[config.mk]
export PLATFORM = sky130hd
export DESIGN_NAME = osc_match_ctrl
export DESIGN_NICKNAME = d
export VERILOG_FILES = /design/src/rtl/osc_match_pkg.sv /design/src/rtl/osc_match_band.sv /design/src/rtl/osc_match_window.sv /design/src/rtl/osc_match_step.sv /design/src/rtl/osc_match_ctrl.sv
export SDC_FILE = /design/constraint.sdc
export NUM_CORES = 1
export LEC_CHECK = 0
export ABC_CLOCK_PERIOD_IN_PS = 5600
export BUFFER_PORTS_ARGS = -buffer_cell sky130_fd_sc_hd__buf_2
export CAP_MARGIN = 20
export CELL_PAD_IN_SITES_DETAIL_PLACEMENT = 0
export CELL_PAD_IN_SITES_GLOBAL_PLACEMENT = 2
export CORE_MARGIN = 3
export CORE_UTILIZATION = 34
export CTS_CLUSTER_SIZE = 10
export DETAILED_ROUTE_END_ITERATION = 8
export PLACE_DENSITY_LB_ADDON = 0.1
export SLEW_MARGIN = 10
export SYNTH_ARGS = -nofsm -noshare
export SYNTH_HDL_FRONTEND = slang
export SYNTH_SLANG_ARGS = --single-unit
[constraint.sdc]
create_clock -name clk -period 5.6 [get_ports clk]
set_input_delay 0 -clock clk [delete_from_list [all_inputs] [get_ports clk]]
set_output_delay 0 -clock clk [all_outputs]
set_load 0.02 [all_outputs]
[src/rtl/osc_match_pkg.sv]
package osc_match_pkg;

  // End-of-window status passed from the window tracker to the stepper
  typedef struct packed {
    logic last;  // current window position is the final one
    logic dry;   // no in-band measurement counted so far in this window
  } win_stat_t;

endpackage

[src/rtl/osc_match_band.sv]
module osc_match_band #(
  parameter int CNT_W    = 12,
  parameter int LO_BOUND = 40,
  parameter int HI_BOUND = 60
) (
  input  logic [CNT_W-1:0] cnt_i,
  output logic             in_band_o
);
  localparam logic [CNT_W-1:0] LoVal = CNT_W'(LO_BOUND);
  localparam logic [CNT_W-1:0] HiVal = CNT_W'(HI_BOUND);

  always_comb begin
    in_band_o = (cnt_i >= LoVal) && (cnt_i < HiVal);
  end
endmodule

[src/rtl/osc_match_window.sv]
module osc_match_window
  import osc_match_pkg::*;
#(
  parameter int WIN_LOG2 = 7
) (
  input  logic      clk,
  input  logic      rst_n,
  input  logic      req_i,
  input  logic      good_i,
  output win_stat_t stat_o
);
  localparam logic [WIN_LOG2-1:0] PosMax = {WIN_LOG2{1'b1}};

  logic [WIN_LOG2-1:0] pos_q;
  logic [WIN_LOG2-1:0] tally_q;

  always_comb begin
    stat_o.last = (pos_q == PosMax);
    stat_o.dry  = (tally_q == '0);
  end

  always_ff @(posedge clk or negedge rst_n) begin
    if (!rst_n) begin
      pos_q   <= '0;
      tally_q <= '0;
    end else if (req_i) begin
      pos_q <= pos_q + 1'b1;
      if (stat_o.last) tally_q <= '0;
      else             tally_q <= tally_q + WIN_LOG2'(good_i);
    end
  end

  AST_POS_WRAP: assert property (@(posedge clk) disable iff (!rst_n)
    (req_i && stat_o.last) |=> (pos_q == '0));
  AST_POS_HOLD: assert property (@(posedge clk) disable iff (!rst_n)
    !req_i |=> $stable(pos_q) && $stable(tally_q));
  AST_TALLY_CLEAR: assert property (@(posedge clk) disable iff (!rst_n)
    (req_i && stat_o.last) |=> stat_o.dry);
endmodule

[src/rtl/osc_match_step.sv]
module osc_match_step
  import osc_match_pkg::*;
#(
  parameter int SEL_W = 8
) (
  input  logic             clk,
  input  logic             rst_n,
  input  logic             req_i,
  input  logic             good_i,
  input  win_stat_t        stat_i,
  output logic [SEL_W-1:0] sel_o,
  output logic             matched_o
);
  logic advance;

  always_comb begin
    advance = req_i && stat_i.last && stat_i.dry;
  end

  always_ff @(posedge clk or negedge rst_n) begin
    if (!rst_n) begin
      sel_o     <= '0;
      matched_o <= 1'b0;
    end else if (req_i) begin
      if (advance) sel_o <= sel_o + 1'b1;
      if (good_i)       matched_o <= 1'b1;
      else if (advance) matched_o <= 1'b0;
    end
  end

  AST_MATCH_SET: assert property (@(posedge clk) disable iff (!rst_n)
    (req_i && good_i) |=> matched_o);
  AST_SEL_IDLE: assert property (@(posedge clk) disable iff (!rst_n)
    !req_i |=> $stable(sel_o) && $stable(matched_o));
  AST_SEL_MIDWIN: assert property (@(posedge clk) disable iff (!rst_n)
    (req_i && !stat_i.last) |=> $stable(sel_o));
  AST_SEL_STEP: assert property (@(posedge clk) disable iff (!rst_n)
    (req_i && stat_i.last && stat_i.dry) |=> (sel_o == $past(sel_o) + 1'b1));
endmodule

[src/rtl/osc_match_ctrl.sv]
module osc_match_ctrl
  import osc_match_pkg::*;
#(
  parameter int CNT_W    = 12,
  parameter int LO_BOUND = 40,
  parameter int HI_BOUND = 60,
  parameter int STAGES   = 4,
  parameter int WIN_LOG2 = 7
) (
  input  logic                  clk,
  input  logic                  rst_n,
  input  logic                  req_i,
  input  logic [CNT_W-1:0]      beat_cnt_i,
  output logic [2*STAGES-1:0]   osc_sel_o,
  output logic                  matched_o
);
  localparam int SelW = 2 * STAGES;

  logic      good;
  win_stat_t stat;

  osc_match_band #(
    .CNT_W(CNT_W), .LO_BOUND(LO_BOUND), .HI_BOUND(HI_BOUND)
  ) u_band (
    .cnt_i(beat_cnt_i), .in_band_o(good)
  );

  osc_match_window #(.WIN_LOG2(WIN_LOG2)) u_window (
    .clk(clk), .rst_n(rst_n), .req_i(req_i), .good_i(good), .stat_o(stat)
  );

  osc_match_step #(.SEL_W(SelW)) u_step (
    .clk(clk), .rst_n(rst_n), .req_i(req_i), .good_i(good), .stat_i(stat),
    .sel_o(osc_sel_o), .matched_o(matched_o)
  );

  AST_BAND_MATCH: assert property (@(posedge clk) disable iff (!rst_n)
    (req_i && beat_cnt_i == CNT_W'(LO_BOUND)) |=> matched_o);
endmodule

# --- After elaboration in Yosys (flattened, before gate mapping) ---
# Cells that the tools add are included.
classes:
  n_bitwise: 0
  magnitude_cmp: 2
  muxes: 3
  shifts: 0
  div: 0
  reduce_logical: 7
  add_sub_neg: 3
  eq_ne: 1
  mul: 0
ops:
  columns: ["cell", "n"]
  rows:
  - ["greater-or-equal comparator 12 x 6 -> 1 bit, second input constant", 1]
  - ["< comparator 12 x 6 -> 1 bit, second input constant", 1]
  - ["adder 8 x 1 -> 8 bit, second input constant", 1]
  - ["adder 7 x 1 -> 7 bit", 1]
  - ["adder 7 x 1 -> 7 bit, second input constant", 1]
  - ["== test 7 bit, second input constant", 1]
  - ["zero test 7 bit", 1]
  - ["two-way mux 7 bit", 1]
  - ["AND reduction 2 bit", 2]
  - ["logical AND 1 bit", 3]
  - ["two-way mux 1 bit", 2]
  - ["nonzero test 2 bit", 1]
totals:
  mem_bits_ro: 0
  output_inout_bits: 9
  memories: 0
  latchBits: 0
  inputBits: 15
  reg_bits: 23
  mem_bits_rw: 0

# --- Longest topological paths before layout ---
# Gate-level depths: netlist (run 1).
logic_depth:
  word_depth: 5
  mapped_depth: 7

# --- Cells and area by module ---
# From an unflattened synthesis (run 1), not the netlist that was laid out.
unflattened:
  hier_cells: 98
  area_unflattened_um2: 1129.8
modules_own_cells:
  columns: ["module", "area_each_um2", "cells_each", "n_inst"]
  rows:
  - ["osc_match_window", 678.2, 61, 1]
  - ["osc_match_step", 415.4, 33, 1]
  - ["osc_match_band", 36.3, 4, 1]

# --- Least setup slack after synthesis (run 1) ---
# OpenSTA, ideal clock, no wires.
synth_timing:
  path_kind: "register to register"
  start: "reg u_window.tally_q[4]"
  end: "reg u_step.sel_o[1]"
  synth_period_minus_slack_ns: 1.827
  arrival_ns: 1.702
  setup_time_ns: 0.125
  path_slack_ns: 3.773
  stages_incl_launch_ff: 4
  t_required_ns: 5.475
  cell_sequence: "dfrtp_1 -> or4_4 -> nor4_4 -> mux2_2"
synth_via:
  elab_chain_len: 3
synth_lines:
  columns: ["element", "line", "rtl"]
  rows:
  - ["start, declared", "osc_match_window.sv:15", "logic [WIN_LOG2-1:0] tally_q;"]
  - ["start signal, assigned", "osc_match_window.sv:29", "else tally_q <= tally_q + WIN_LOG2'(good_i);"]
  - ["zero test 7 bit", "osc_match_window.sv:19", "stat_o.dry = (tally_q == '0);"]
  - ["logical AND 1 bit", "osc_match_step.sv:17", "advance = req_i && stat_i.last && stat_i.dry;"]
  - ["AND reduction 2 bit (no line)", null, null]
  - ["end signal, assigned", "osc_match_step.sv:25", "if (advance) sel_o <= sel_o + 1'b1;"]
  - ["end, declared", "osc_match_step.sv:11", "output logic [SEL_W-1:0] sel_o,"]
# Every way passes these cells.
# A chain may end at the register's enable or synchronous reset.

# --- Worst setup path after layout (run 1) ---
# Same ends and word-level chain as after synthesis.

==> results_tabular.tex, run 1 <==
\begin{tabular}{lr}
\hline
Metric & Value \\
\hline
\multicolumn{2}{l}{\textbf{Run status}} \\
\quad Run status & complete, no violations \\
\multicolumn{2}{l}{\textbf{Drt}} \\
\quad ANT nets after route & 0 \\
\quad Length of the first detailed-routing pass in iterations & 4 \\
\quad Detailed-route via count & 768 \\
\quad Initial DRC count & 23 \\
\quad Number of vias per cell after detailed routing & 4.80 \\
\quad Final wirelength & 1.95 mm \\
\quad Routed length per instance & 12.2 um \\
\quad Post-route DRC & 0 \\
\multicolumn{2}{l}{\textbf{STA}} \\
\quad Hold violation count in the final report & 0 \\
\quad Setup skew after layout & 0.00962 ns \\
\quad Final worst-path cycle share & 0.363 \\
\quad Final setup violating endpoints & 0 \\
\quad Post-route minimum period & 2.03 ns \\
\quad RSZ-0062 raised after global routing & no \\
\quad Worst Max-Slew Pin Slew & 0.563 ns \\
\quad Setup total negative slack & 0 ns \\
\quad Worst Hold Margin & 0.0410 ns \\
\quad Slew margin rel. & 0.622 \\
\quad Final number of max-transition violations & 0 \\
\quad Top achievable clock speed & 492 MHz \\
\multicolumn{2}{l}{\textbf{Critical path}} \\
\quad Internal reg-to-reg setup slack & 3.57 ns \\
\quad Worst EP required & 5.80 ns \\
\quad Critical path data arrival time & 2.24 ns \\
\quad Worst r2r path cells & 3 \\
\quad Cell-by-cell listing of the critical path & or4\_4 > nor4\_4 > mux2\_2 \\
\quad Type of the worst setup path & reg -> reg \\
\quad Delay of the slowest cell on the worst path & 0.57 ns \\
\quad Crit path max-delay cell type & sky130\_fd\_sc\_hd\_\_or4\_4 \\
\quad Reg-to-reg critical path endpoint & u\_step.sel\_o[1] \\
\quad CP Max Fanout & 9 \\
\quad Element type at the critical path end & flop \\
\quad Kind of launch point of the worst setup path & flop \\
\quad Startpoint of the worst register-to-register path & u\_window.tally\_q[4] \\
\quad Crit path from & u\_window.tally\_q[4] \\
\multicolumn{2}{l}{\textbf{Finish}} \\
\quad Most frequent cells in the layout & sky130\_fd\_sc\_hd\_\_dfrtp\_1, sky130\_fd\_sc\_hd\_\_buf\_2, sky130\_fd\_sc\_hd\_\_xnor2\_1 \\
\quad Core occupancy in the finished layout & 0.438 \\
\quad Multi-input gate area & 484 um2 \\
\quad Layout net count & 138 \\
\quad Total area of sequential cells & 576 um2 \\
\quad Number of fill cells & 294 \\
\quad Layout area overhead & 17.9\% \\
\quad Fraction of layout instances using a drive strength above 1 & 0.246 \\
\quad Count of non-filler cells in the finished layout & 160 \\
\quad Most common cell after layout, fill and taps aside & sky130\_fd\_sc\_hd\_\_dfrtp\_1 \\
\quad Diodes inserted & 0 \\
\multicolumn{2}{l}{\textbf{Yosys}} \\
\quad Net count of the mapped netlist & 112 \\
\quad Synth unique cells & 22 \\
\quad Combinational family with the most area after synthesis & simple AND/OR/NAND/NOR gates \\
\quad Multiplexer share of the synthesized area & 0.0399 \\
\quad Simple logic cell fraction of the synthesized area & 0.202 \\
\quad Post-synthesis average cell area & 11.5 um2 \\
\quad Xor/xnor share of the synthesized area & 0.131 \\
\quad Adder-cell area share of the yosys netlist & 0.0469 \\
\quad Cells after synthesis & 93 \\
\quad Compound-cell area share of the yosys netlist & 0.0340 \\
\quad Cell area after synthesis & 1070 um2 \\
\quad Sequential area share after synthesis & 0.539 \\
\quad Number of warnings printed during yosys synthesis & 0 \\
\quad Total of flip-flops plus latches after synthesis & 23 \\
\multicolumn{2}{l}{\textbf{Clock tree}} \\
\quad Clock latency of the later-clocked register in the worst-skew pair & 0.31 ns \\
\quad Count of buffers added by post-CTS timing repair for setup & 0 \\
\quad Root cell of the clock tree & sky130\_fd\_sc\_hd\_\_clkbuf\_4 \\
\quad CTS tree & built \\
\quad Clock sinks & 23 \\
\quad Number of CTS-inserted buffers & 3 \\
\quad Clock slew at the register clock pins of the worst setup and hold paths & 0.13 ns \\
\quad Level count of the clock H-tree & 1 \\
\quad Largest buffer count on any clock path & 2 \\
\multicolumn{2}{l}{\textbf{Floorplan}} \\
\quad Die X-Extent & 62.0 um \\
\quad Starting density of the core & 0.371 \\
\quad Die outline area & 3850 um2 \\
\quad Core ar. & 2880 um2 \\
\quad Die outline height & 62.0 um \\
\quad \# IOs & 24 \\
\quad Core Rows & 19 \\
\multicolumn{2}{l}{\textbf{Placed design}} \\
\quad Placer's final routability congestion estimate & 0.745 \\
\quad Buffers on Ports & 21 \\
\quad Post-placement cell count & 155 \\
\quad Dpl hpwl & 1.45 mm \\
\multicolumn{2}{l}{\textbf{Min path}} \\
\quad Min-Delay Startpoint & req\_i \\
\quad Endpoint of the worst hold path & u\_window.pos\_q[0] \\
\quad Worst Hold Class & in -> reg \\
\quad Hold Path Cell Cnt & 2 \\
\multicolumn{2}{l}{\textbf{Global route}} \\
\quad Via count of the first global-routing pass & 756 \\
\quad GR Util met3 & 0.0269 \\
\quad Global routing met1 resource utilization & 0.162 \\
\quad Global-route wire length before repair & 3.31 mm \\
\quad Met2 global-route usage & 0.176 \\
\quad Overflow left after global routing & 0 \\
\quad Largest net degree at the start of global routing & 24 \\
\quad Initial antenna violation count & 0 \\
\quad Global routing's busiest layer & met2 \\
\quad Total routing resource utilization after global routing & 0.118 \\
\multicolumn{2}{l}{\textbf{Power}} \\
\quad Leakage power & 0.627 nW \\
\quad IR drop worst, VDD & 0.198 mV \\
\quad Power density relative to cell area & 287 nW/um2 \\
\multicolumn{2}{l}{\textbf{Flow run}} \\
\quad Max\_cap viols & 0 \\
\hline
\end{tabular}
[layout make-up]
class,count,area share
repair buffers,22,0.0915
clock inverters,1,0.00398
inverters,1,0.00298
well taps,42,0.0417
clock buffers,3,0.0179
flip-flops and latches,23,0.457
multi-input cells,68,0.385
[worst max path at each step]
stage               cells after the start               to  slack (ns)
detailed placement                      3  u_step.sel_o[1]        3.60
global route                            4  u_step.sel_o[3]        3.46
global placement                        3  u_step.sel_o[1]        3.61
CTS                                     3  u_step.sel_o[1]        3.58
finish                                  3  u_step.sel_o[1]        3.57
floorplan                               3  u_step.sel_o[1]        3.77
[critical path, delay by kind of cell, from the launching register on]
| kind | cells | cell delay [ns] |
|---|---|---|
| muxes | 1 | 0.39 |
| and+or+nand+nor | 2 | 1.08 |
| DFF | 1 | 0.45 |
[stage by stage]
step,setup slack [ns],cell area (um2),total power [W]
global placement,3.61,1220,0.000285
finish,3.57,1260,0.000361
detailed placement,3.60,1220,0.000288
floorplan,3.77,1070,0.000268
global route,3.46,1260,0.000387
CTS,3.58,1260,0.000367
[synthesized netlist by cell type, drive strengths merged]
| library cell | instances | area share |
|---|---|---|
| or4 | 1 | 0.011 |
| clkbuf | 1 | 0.0035 |
| a21oi | 2 | 0.0094 |
| nand2 | 7 | 0.025 |
| nand3 | 5 | 0.023 |
| nor2 | 8 | 0.028 |
| o2111a | 1 | 0.011 |
| nor4 | 1 | 0.020 |
| o21ai | 3 | 0.014 |
| or3 | 3 | 0.018 |
| and2 | 1 | 0.0059 |
| mux2 | 2 | 0.021 |
| xnor2 | 9 | 0.074 |
| and3 | 2 | 0.012 |
| nand4 | 8 | 0.047 |
| ha | 4 | 0.047 |
| nor3 | 1 | 0.0047 |
| dfrtp | 23 | 0.54 |
| nor4b | 1 | 0.0082 |
| inv | 1 | 0.0035 |
| mux2i | 2 | 0.019 |
| xor2 | 7 | 0.057 |
[routing by layer]
metal  share of wire  wire length [um]  vias up
li1                -                 -      378
met5               0                 0        -
met3           0.052               101        2
met1            0.50               974      374
met2            0.44               850       14
met4           0.010                20        0
[state kept, by name, indices dropped and copies added, names as in the netlist]
register / count
u_window.tally_q: 7
u_window.pos_q: 7
u_step.sel_o: 8
u_step.matched_o: 1
[power breakdown]
group / switching, W / internal [W] / total (W)
Clock: 0.0000505 / 0.0000266 / 0.0000771
Sequential: 0.0000290 / 0.000194 / 0.000223
Combinational: 0.0000266 / 0.0000344 / 0.0000610
Total: 0.000106 / 0.000255 / 0.000361
[kinds of logic (layout without fill, tap and decap cells)]
logic type / Yosys count / after routing
muxes: 4 / 4
buffers and inverters: 2 / 27
AOI/OAI and AO/OA: 6 / 6
xor gates and xnor gates: 16 / 16
adders and majority gates: 4 / 4
DFF: 23 / 23
and+or+nand+nor: 38 / 38
[timing repair]
item	in CTS	in global routing
hold buffers	1	0
resized for setup	0	0
hold endpoints to repair	23	0
endpoints found under the setup margin	0	0
Note: power is estimated with default switching activity, not from simulation.
==> run 2, diff against run 1 <==
--- a/config.mk
+++ b/config.mk
@@ -5,13 +5,13 @@
 export SDC_FILE = /design/constraint.sdc
 export NUM_CORES = 1
 export LEC_CHECK = 0
-export ABC_CLOCK_PERIOD_IN_PS = 5600
+export ABC_CLOCK_PERIOD_IN_PS = 2100
 export BUFFER_PORTS_ARGS = -buffer_cell sky130_fd_sc_hd__buf_2
 export CAP_MARGIN = 20
 export CELL_PAD_IN_SITES_DETAIL_PLACEMENT = 0
 export CELL_PAD_IN_SITES_GLOBAL_PLACEMENT = 2
 export CORE_MARGIN = 3
-export CORE_UTILIZATION = 34
+export CORE_UTILIZATION = 33
 export CTS_CLUSTER_SIZE = 10
 export DETAILED_ROUTE_END_ITERATION = 8
 export PLACE_DENSITY_LB_ADDON = 0.1
==> constraint.sdc (replaced) <==
create_clock -name clk -period 2.1 [get_ports clk]
set_input_delay 0 -clock clk [delete_from_list [all_inputs] [get_ports clk]]
set_output_delay 0 -clock clk [all_outputs]
set_load 0.02 [all_outputs]
==> run 2 against run 1 <==
Die area grew 2.7%. Routed wire length shrank 4.0%. Sequential power grew to 2.7 times the previous value. Non-clock buffer count rose by 1. First-iteration DRC count increased by 39%. Setup slack worse by 3.3 ns. Via count fell by 2.5%. Final cell count up 1.9%. Sequential share of layout area decreased by 0.36 points. Clock power increased to 2.5 times the previous value. Combinational power rose to 2.7 times the previous value. Critical path depth is 1 higher. Critical path type unchanged. Critical endpoint unchanged.
==> results_tabular.tex, run 2 (same netlist as run 1, synthesis figures left out) <==
\begin{tabular}{lr}
\hline
Metric & Value \\
\hline
\multicolumn{2}{l}{\textbf{Run status}} \\
\quad Run status & complete, no violations \\
\multicolumn{2}{l}{\textbf{Drt}} \\
\quad ANT nets after route & 0 \\
\quad Number of vias per cell after detailed routing & 4.60 \\
\quad Initial DRC count & 32 \\
\quad Length of the first detailed-routing pass in iterations & 3 \\
\quad Post-route DRC & 0 \\
\quad Final wirelength & 1.87 mm \\
\quad Detailed-route via count & 749 \\
\quad Routed length per instance & 11.5 um \\
\multicolumn{2}{l}{\textbf{Finish}} \\
\quad Diodes inserted & 0 \\
\quad Total area of sequential cells & 576 um2 \\
\quad Number of fill cells & 314 \\
\quad Layout net count & 139 \\
\quad Largest registers in the final layout & u\_step.sel\_o: 8 flops, u\_window.pos\_q: 7 flops, u\_window.tally\_q: 7 flops \\
\quad Multi-input gate area & 484 um2 \\
\quad Number of flip-flops under the largest register name & 8 \\
\quad Count of non-filler cells in the finished layout & 163 \\
\quad Layout area overhead & 18.9\% \\
\quad Fraction of layout instances using a drive strength above 1 & 0.252 \\
\quad Most frequent cells in the layout & sky130\_fd\_sc\_hd\_\_dfrtp\_1, sky130\_fd\_sc\_hd\_\_buf\_2, sky130\_fd\_sc\_hd\_\_xnor2\_1 \\
\quad Most common cell after layout, fill and taps aside & sky130\_fd\_sc\_hd\_\_dfrtp\_1 \\
\quad Most flop-heavy register & u\_step.sel\_o \\
\quad Core occupancy in the finished layout & 0.412 \\
\multicolumn{2}{l}{\textbf{STA}} \\
\quad Worst Hold Margin & 0.0505 ns \\
\quad Worst Max-Slew Pin Slew & 0.509 ns \\
\quad Final setup violating endpoints & 0 \\
\quad RSZ-0062 raised after global routing & no \\
\quad Setup skew after layout & 0.00241 ns \\
\quad Hold violation count in the final report & 0 \\
\quad Top achievable clock speed & 544 MHz \\
\quad Post-route minimum period & 1.84 ns \\
\quad Setup total negative slack & 0 ns \\
\quad Final worst-path cycle share & 0.875 \\
\quad Slew margin rel. & 0.661 \\
\quad Final number of max-transition violations & 0 \\
\multicolumn{2}{l}{\textbf{Power}} \\
\quad Power density relative to cell area & 749 nW/um2 \\
\quad IR drop worst, VDD & 0.523 mV \\
\quad Leakage power & 0.632 nW \\
\multicolumn{2}{l}{\textbf{Clock tree}} \\
\quad Clock latency of the later-clocked register in the worst-skew pair & 0.30 ns \\
\quad Root cell of the clock tree & sky130\_fd\_sc\_hd\_\_clkbuf\_4 \\
\quad CTS tree & built \\
\quad Clock sinks & 23 \\
\quad Largest buffer count on any clock path & 2 \\
\quad Clock slew at the register clock pins of the worst setup and hold paths & 0.12 ns \\
\quad Count of buffers added by post-CTS timing repair for setup & 0 \\
\quad Level count of the clock H-tree & 1 \\
\quad Number of CTS-inserted buffers & 3 \\
\multicolumn{2}{l}{\textbf{Global route}} \\
\quad Overflow left after global routing & 0 \\
\quad Initial antenna violation count & 0 \\
\quad Via count of the first global-routing pass & 752 \\
\quad Largest net degree at the start of global routing & 24 \\
\quad Global-route wire length before repair & 3.43 mm \\
\quad Total routing resource utilization after global routing & 0.108 \\
\multicolumn{2}{l}{\textbf{Flow run}} \\
\quad Max\_cap viols & 0 \\
\multicolumn{2}{l}{\textbf{Critical path}} \\
\quad Cell-by-cell listing of the critical path & or4\_4 > nor4\_4 > buf\_4 > mux2\_2 \\
\quad Delay of the slowest cell on the worst path & 0.56 ns \\
\quad Type of the worst setup path & reg -> reg \\
\quad Critical path data arrival time & 2.04 ns \\
\quad Crit path max-delay cell type & sky130\_fd\_sc\_hd\_\_or4\_4 \\
\quad Element type at the critical path end & flop \\
\quad Worst EP required & 2.30 ns \\
\quad Worst r2r path cells & 4 \\
\quad Kind of launch point of the worst setup path & flop \\
\quad CP Max Fanout & 9 \\
\multicolumn{2}{l}{\textbf{Placed design}} \\
\quad Buffers on Ports & 21 \\
\quad Post-placement cell count & 158 \\
\quad Placer's final routability congestion estimate & 0.700 \\
\quad Dpl hpwl & 1.42 mm \\
\multicolumn{2}{l}{\textbf{Floorplan}} \\
\quad Core Rows & 20 \\
\quad Core ar. & 3080 um2 \\
\quad Starting density of the core & 0.347 \\
\quad \# IOs & 24 \\
\quad Die outline area & 3950 um2 \\
\quad Die outline height & 62.9 um \\
\quad Die X-Extent & 62.9 um \\
\multicolumn{2}{l}{\textbf{Min path}} \\
\quad Hold Path Cell Cnt & 2 \\
\quad Worst Hold Class & in -> reg \\
\hline
\end{tabular}
[run 2: cell count changes in the layout (fill, tap and decap cells not counted), sizes merged]
cell,change
buf,+1
[run 2: final timing paths]
kind,from,slack (ns),to
worst min-delay path,req_i,0.05,u_window.pos_q[0]
max in group asynchronous,rst_n,1.57,u_window.pos_q[1]
worst max-delay path,u_window.tally_q[4],0.26,u_step.sel_o[1]
worst min register to register,u_step.sel_o[7],0.47,u_step.sel_o[7]
worst max register to register,u_window.tally_q[4],0.26,u_step.sel_o[1]
min in group asynchronous,rst_n,0.19,u_window.tally_q[3]
[run 2: timing repair]
action / in CTS / in global routing
gates resized for setup: 0 / 0
hold endpoints to repair: 23 / 0
hold buffers: 1 / 0
setup endpoints to repair: 0 / 0
[run 2: final cells by class]
| cell class | count | area share |
|---|---|---|
| multi-input combinational | 68 | 0.382 |
| timing repair buffer | 23 | 0.0966 |
| inverter | 1 | 0.00296 |
| clock buffer | 3 | 0.0178 |
| clock inverter | 1 | 0.00394 |
| tap | 44 | 0.0434 |
| sequential | 23 | 0.454 |
[run 2: per-stage QoR]
step | power, W | instance area (um2) | setup WS [ns]
after floorplan | 0.000714 | 1070 | 0.273
after global placement | 0.000761 | 1230 | 0.276
after detailed placement | 0.000766 | 1230 | 0.271
after CTS | 0.000968 | 1270 | 0.247
after global routing | 0.00103 | 1270 | 0.222
final | 0.000951 | 1270 | 0.262
[run 2: where the power goes]
| part | leakage, nW | switching, W | internal, W | total (W) |
|---|---|---|---|---|
| registers | 0.304 | 0.0000739 | 0.000517 | 0.000591 |
| logic | 0.311 | 0.0000719 | 0.0000921 | 0.000164 |
| clock network | 0.0177 | 0.000125 | 0.0000709 | 0.000196 |
| total | 0.632 | 0.000271 | 0.000680 | 0.000951 |
[run 2: routing by layer]
layer  GRT usage  part of all wire  vias to the layer above
li1            -                 -                      382
met1       0.142              0.51                      350
met5           0                 0                        -
met2       0.165              0.42                       15
met4      0.0496            0.0096                        0
met3      0.0288             0.052                        2
[run 2: worst max-delay path, delay by kind of cell, from the launching register on]
kind	cells	cell delay [ns]
buffers and inverters	1	0.20
DFF	1	0.44
muxes	1	0.33
and+or+nand+nor	2	0.77
==> run 3, diff against run 2 <==
--- a/config.mk
+++ b/config.mk
@@ -5,13 +5,13 @@
 export SDC_FILE = /design/constraint.sdc
 export NUM_CORES = 1
 export LEC_CHECK = 0
-export ABC_CLOCK_PERIOD_IN_PS = 2100
+export ABC_CLOCK_PERIOD_IN_PS = 1900
 export BUFFER_PORTS_ARGS = -buffer_cell sky130_fd_sc_hd__buf_2
 export CAP_MARGIN = 20
-export CELL_PAD_IN_SITES_DETAIL_PLACEMENT = 0
-export CELL_PAD_IN_SITES_GLOBAL_PLACEMENT = 2
+export CELL_PAD_IN_SITES_DETAIL_PLACEMENT = 1
+export CELL_PAD_IN_SITES_GLOBAL_PLACEMENT = 1
 export CORE_MARGIN = 3
-export CORE_UTILIZATION = 33
+export CORE_UTILIZATION = 34
 export CTS_CLUSTER_SIZE = 10
 export DETAILED_ROUTE_END_ITERATION = 8
 export PLACE_DENSITY_LB_ADDON = 0.1
==> constraint.sdc (replaced) <==
create_clock -name clk -period 1.9 [get_ports clk]
set_input_delay 0 -clock clk [delete_from_list [all_inputs] [get_ports clk]]
set_output_delay 0 -clock clk [all_outputs]
set_load 0.02 [all_outputs]
==> run 3 against run 2 <==
Critical path depth unchanged. Sequential power grew 13%. Combinational power increased by 15%. Core utilization up 3.2 points. Clock power rose by 16%. Routed wire length increased by 21%. Critical path type unchanged. Die area shrank 2.7%. Largest cell class unchanged. Clock skew down 0.0014 ns.
==> results_tabular.tex, run 3 (same netlist as run 1, synthesis figures left out) <==
\begin{tabular}{lr}
\hline
Metric & Value \\
\hline
\multicolumn{2}{l}{\textbf{Run status}} \\
\quad Run status & complete, no violations \\
\multicolumn{2}{l}{\textbf{Floorplan}} \\
\quad Die outline height & 62.0 um \\
\quad Die X-Extent & 62.0 um \\
\quad \# IOs & 24 \\
\quad Core ar. & 2880 um2 \\
\quad Core Rows & 19 \\
\quad Die outline area & 3850 um2 \\
\quad Starting density of the core & 0.371 \\
\multicolumn{2}{l}{\textbf{Power}} \\
\quad Power density relative to cell area & 846 nW/um2 \\
\quad Leakage power & 0.638 nW \\
\quad IR drop worst, VDD & 0.509 mV \\
\quad Total power of the final layout & 0.00108 W \\
\multicolumn{2}{l}{\textbf{Finish}} \\
\quad Most frequent cells in the layout & sky130\_fd\_sc\_hd\_\_dfrtp\_1, sky130\_fd\_sc\_hd\_\_buf\_2, sky130\_fd\_sc\_hd\_\_xnor2\_1 \\
\quad Layout area overhead & 19.7\% \\
\quad Diodes inserted & 0 \\
\quad Largest registers in the final layout & u\_step.sel\_o: 8 flops, u\_window.pos\_q: 7 flops, u\_window.tally\_q: 7 flops \\
\quad Most flop-heavy register & u\_step.sel\_o \\
\quad Most common cell after layout, fill and taps aside & sky130\_fd\_sc\_hd\_\_dfrtp\_1 \\
\quad Layout net count & 140 \\
\quad Number of flip-flops under the largest register name & 8 \\
\quad Count of non-filler cells in the finished layout & 162 \\
\quad Fraction of layout instances using a drive strength above 1 & 0.258 \\
\quad Number of fill cells & 326 \\
\quad Area of all placed cells without fillers & 1280 um2 \\
\multicolumn{2}{l}{\textbf{Drt}} \\
\quad Routed length per instance & 14.0 um \\
\quad Final wirelength & 2.26 mm \\
\quad Number of vias per cell after detailed routing & 4.82 \\
\quad Initial DRC count & 22 \\
\quad ANT nets after route & 0 \\
\quad Length of the first detailed-routing pass in iterations & 3 \\
\quad Detailed-route via count & 781 \\
\quad Post-route DRC & 0 \\
\multicolumn{2}{l}{\textbf{Min path}} \\
\quad Worst Hold Class & in -> reg \\
\quad Endpoint of the worst hold path & u\_step.matched\_o \\
\quad Hold Path Cell Cnt & 3 \\
\quad Min-Delay Startpoint & req\_i \\
\multicolumn{2}{l}{\textbf{Critical path}} \\
\quad Reg-to-reg critical path endpoint & u\_step.sel\_o[1] \\
\quad Crit path max-delay cell type & sky130\_fd\_sc\_hd\_\_or4\_4 \\
\quad Element type at the critical path end & flop \\
\quad Startpoint of the worst register-to-register path & u\_window.tally\_q[5] \\
\quad Worst EP required & 2.11 ns \\
\quad Critical path data arrival time & 2.02 ns \\
\quad Delay of the slowest cell on the worst path & 0.54 ns \\
\quad Type of the worst setup path & reg -> reg \\
\quad Cell-by-cell listing of the critical path & or4\_4 > nor4\_4 > buf\_6 > mux2\_2 \\
\quad Crit path from & u\_window.tally\_q[5] \\
\quad Worst r2r path cells & 4 \\
\quad Kind of launch point of the worst setup path & flop \\
\quad CP Max Fanout & 9 \\
\quad Internal reg-to-reg setup slack & 0.09 ns \\
\multicolumn{2}{l}{\textbf{Clock tree}} \\
\quad Number of CTS-inserted buffers & 3 \\
\quad Level count of the clock H-tree & 1 \\
\quad Clock slew at the register clock pins of the worst setup and hold paths & 0.13 ns \\
\quad Largest buffer count on any clock path & 2 \\
\quad Root cell of the clock tree & sky130\_fd\_sc\_hd\_\_clkbuf\_4 \\
\quad Clock latency of the later-clocked register in the worst-skew pair & 0.31 ns \\
\quad Clock sinks & 23 \\
\quad CTS tree & built \\
\multicolumn{2}{l}{\textbf{STA}} \\
\quad Worst Hold Margin & 0.0554 ns \\
\quad Slew margin rel. & 0.655 \\
\quad Final number of max-transition violations & 0 \\
\quad Hold violation count in the final report & 0 \\
\quad Top achievable clock speed & 552 MHz \\
\quad Final setup violating endpoints & 0 \\
\quad Post-route minimum period & 1.81 ns \\
\quad Setup total negative slack & 0 ns \\
\quad Final worst-path cycle share & 0.953 \\
\quad RSZ-0062 raised after global routing & no \\
\quad Setup skew after layout & 0.000967 ns \\
\quad Worst Max-Slew Pin Slew & 0.518 ns \\
\multicolumn{2}{l}{\textbf{Global route}} \\
\quad Total routing resource utilization after global routing & 0.130 \\
\quad Initial antenna violation count & 0 \\
\quad Global-route wire length before repair & 3.56 mm \\
\quad Via count of the first global-routing pass & 776 \\
\quad Overflow left after global routing & 0 \\
\quad Largest net degree at the start of global routing & 24 \\
\multicolumn{2}{l}{\textbf{Placed design}} \\
\quad Placer's final routability congestion estimate & 0.729 \\
\quad Area post-placement & 1240 um2 \\
\quad Buffers on Ports & 21 \\
\quad Post-placement cell count & 157 \\
\quad Dpl hpwl & 1.59 mm \\
\multicolumn{2}{l}{\textbf{Flow run}} \\
\quad Max\_cap viols & 0 \\
\hline
\end{tabular}
## run 3: changes by cell type in the layout (fill, tap and decap cells not counted)
cell                    change
sky130_fd_sc_hd__buf_6      +1
## run 3: worst max path at each step
stage	to	slack [ns]	cells after the start
after CTS	u_step.sel_o[1]	0.07	4
after global routing	u_step.sel_o[3]	0.01	5
after global placement	u_step.sel_o[1]	0.10	4
final	u_step.sel_o[1]	0.09	4
after detailed placement	u_window.tally_q[6]	0.03	8
after floorplan	u_step.sel_o[1]	0.07	3
## run 3: cell type report
type	instances	area (um2)	area share
Timing Repair Buffer	24	134	0.105
Inverter	1	3.75	0.00294
Clock buffer	3	22.5	0.0176
Sequential cell	23	576	0.451
Clock inverter	1	5.00	0.00392
Multi-Input combinational cell	68	484	0.379
Tap cell	42	52.6	0.0411
## run 3: worst max-delay path, delay by kind of cell (launching register included)
family | cells | cell delay [ns]
buffers and inverters | 1 | 0.17
flip-flops | 1 | 0.43
multiplexers | 1 | 0.33
AND/OR/NAND/NOR | 2 | 0.77
## run 3: through the flow
stage,util,setup WS (ns)
floorplan,-,0.0733
detailed placement,0.430,0.0313
CTS,0.443,0.0658
finish,0.444,0.0893
global placement,0.430,0.103
global route,0.444,0.00982
## run 3: layer usage
metal / share of wire / track usage / vias to the layer above
met4: 0.0088 / 0.0545 / 0
met1: 0.47 / 0.169 / 381
li1: - / - / 385
met5: 0 / 0 / -
met2: 0.49 / 0.206 / 13
met3: 0.040 / 0.0310 / 2
## run 3: power breakdown
group	total, W	leakage (nW)	switching [W]	internal, W
logic	0.000189	0.317	0.0000863	0.000102
clock network	0.000228	0.0177	0.000149	0.0000786
registers	0.000665	0.304	0.0000936	0.000571
total	0.00108	0.638	0.000329	0.000752
## run 3: repair_timing
item / in CTS / in global routing
setup buffers: 0 / 0
hold buffers: 1 / 0
setup endpoints to repair: 0 / 2
hold endpoints to repair: 23 / 0
resized for setup: 0 / 1
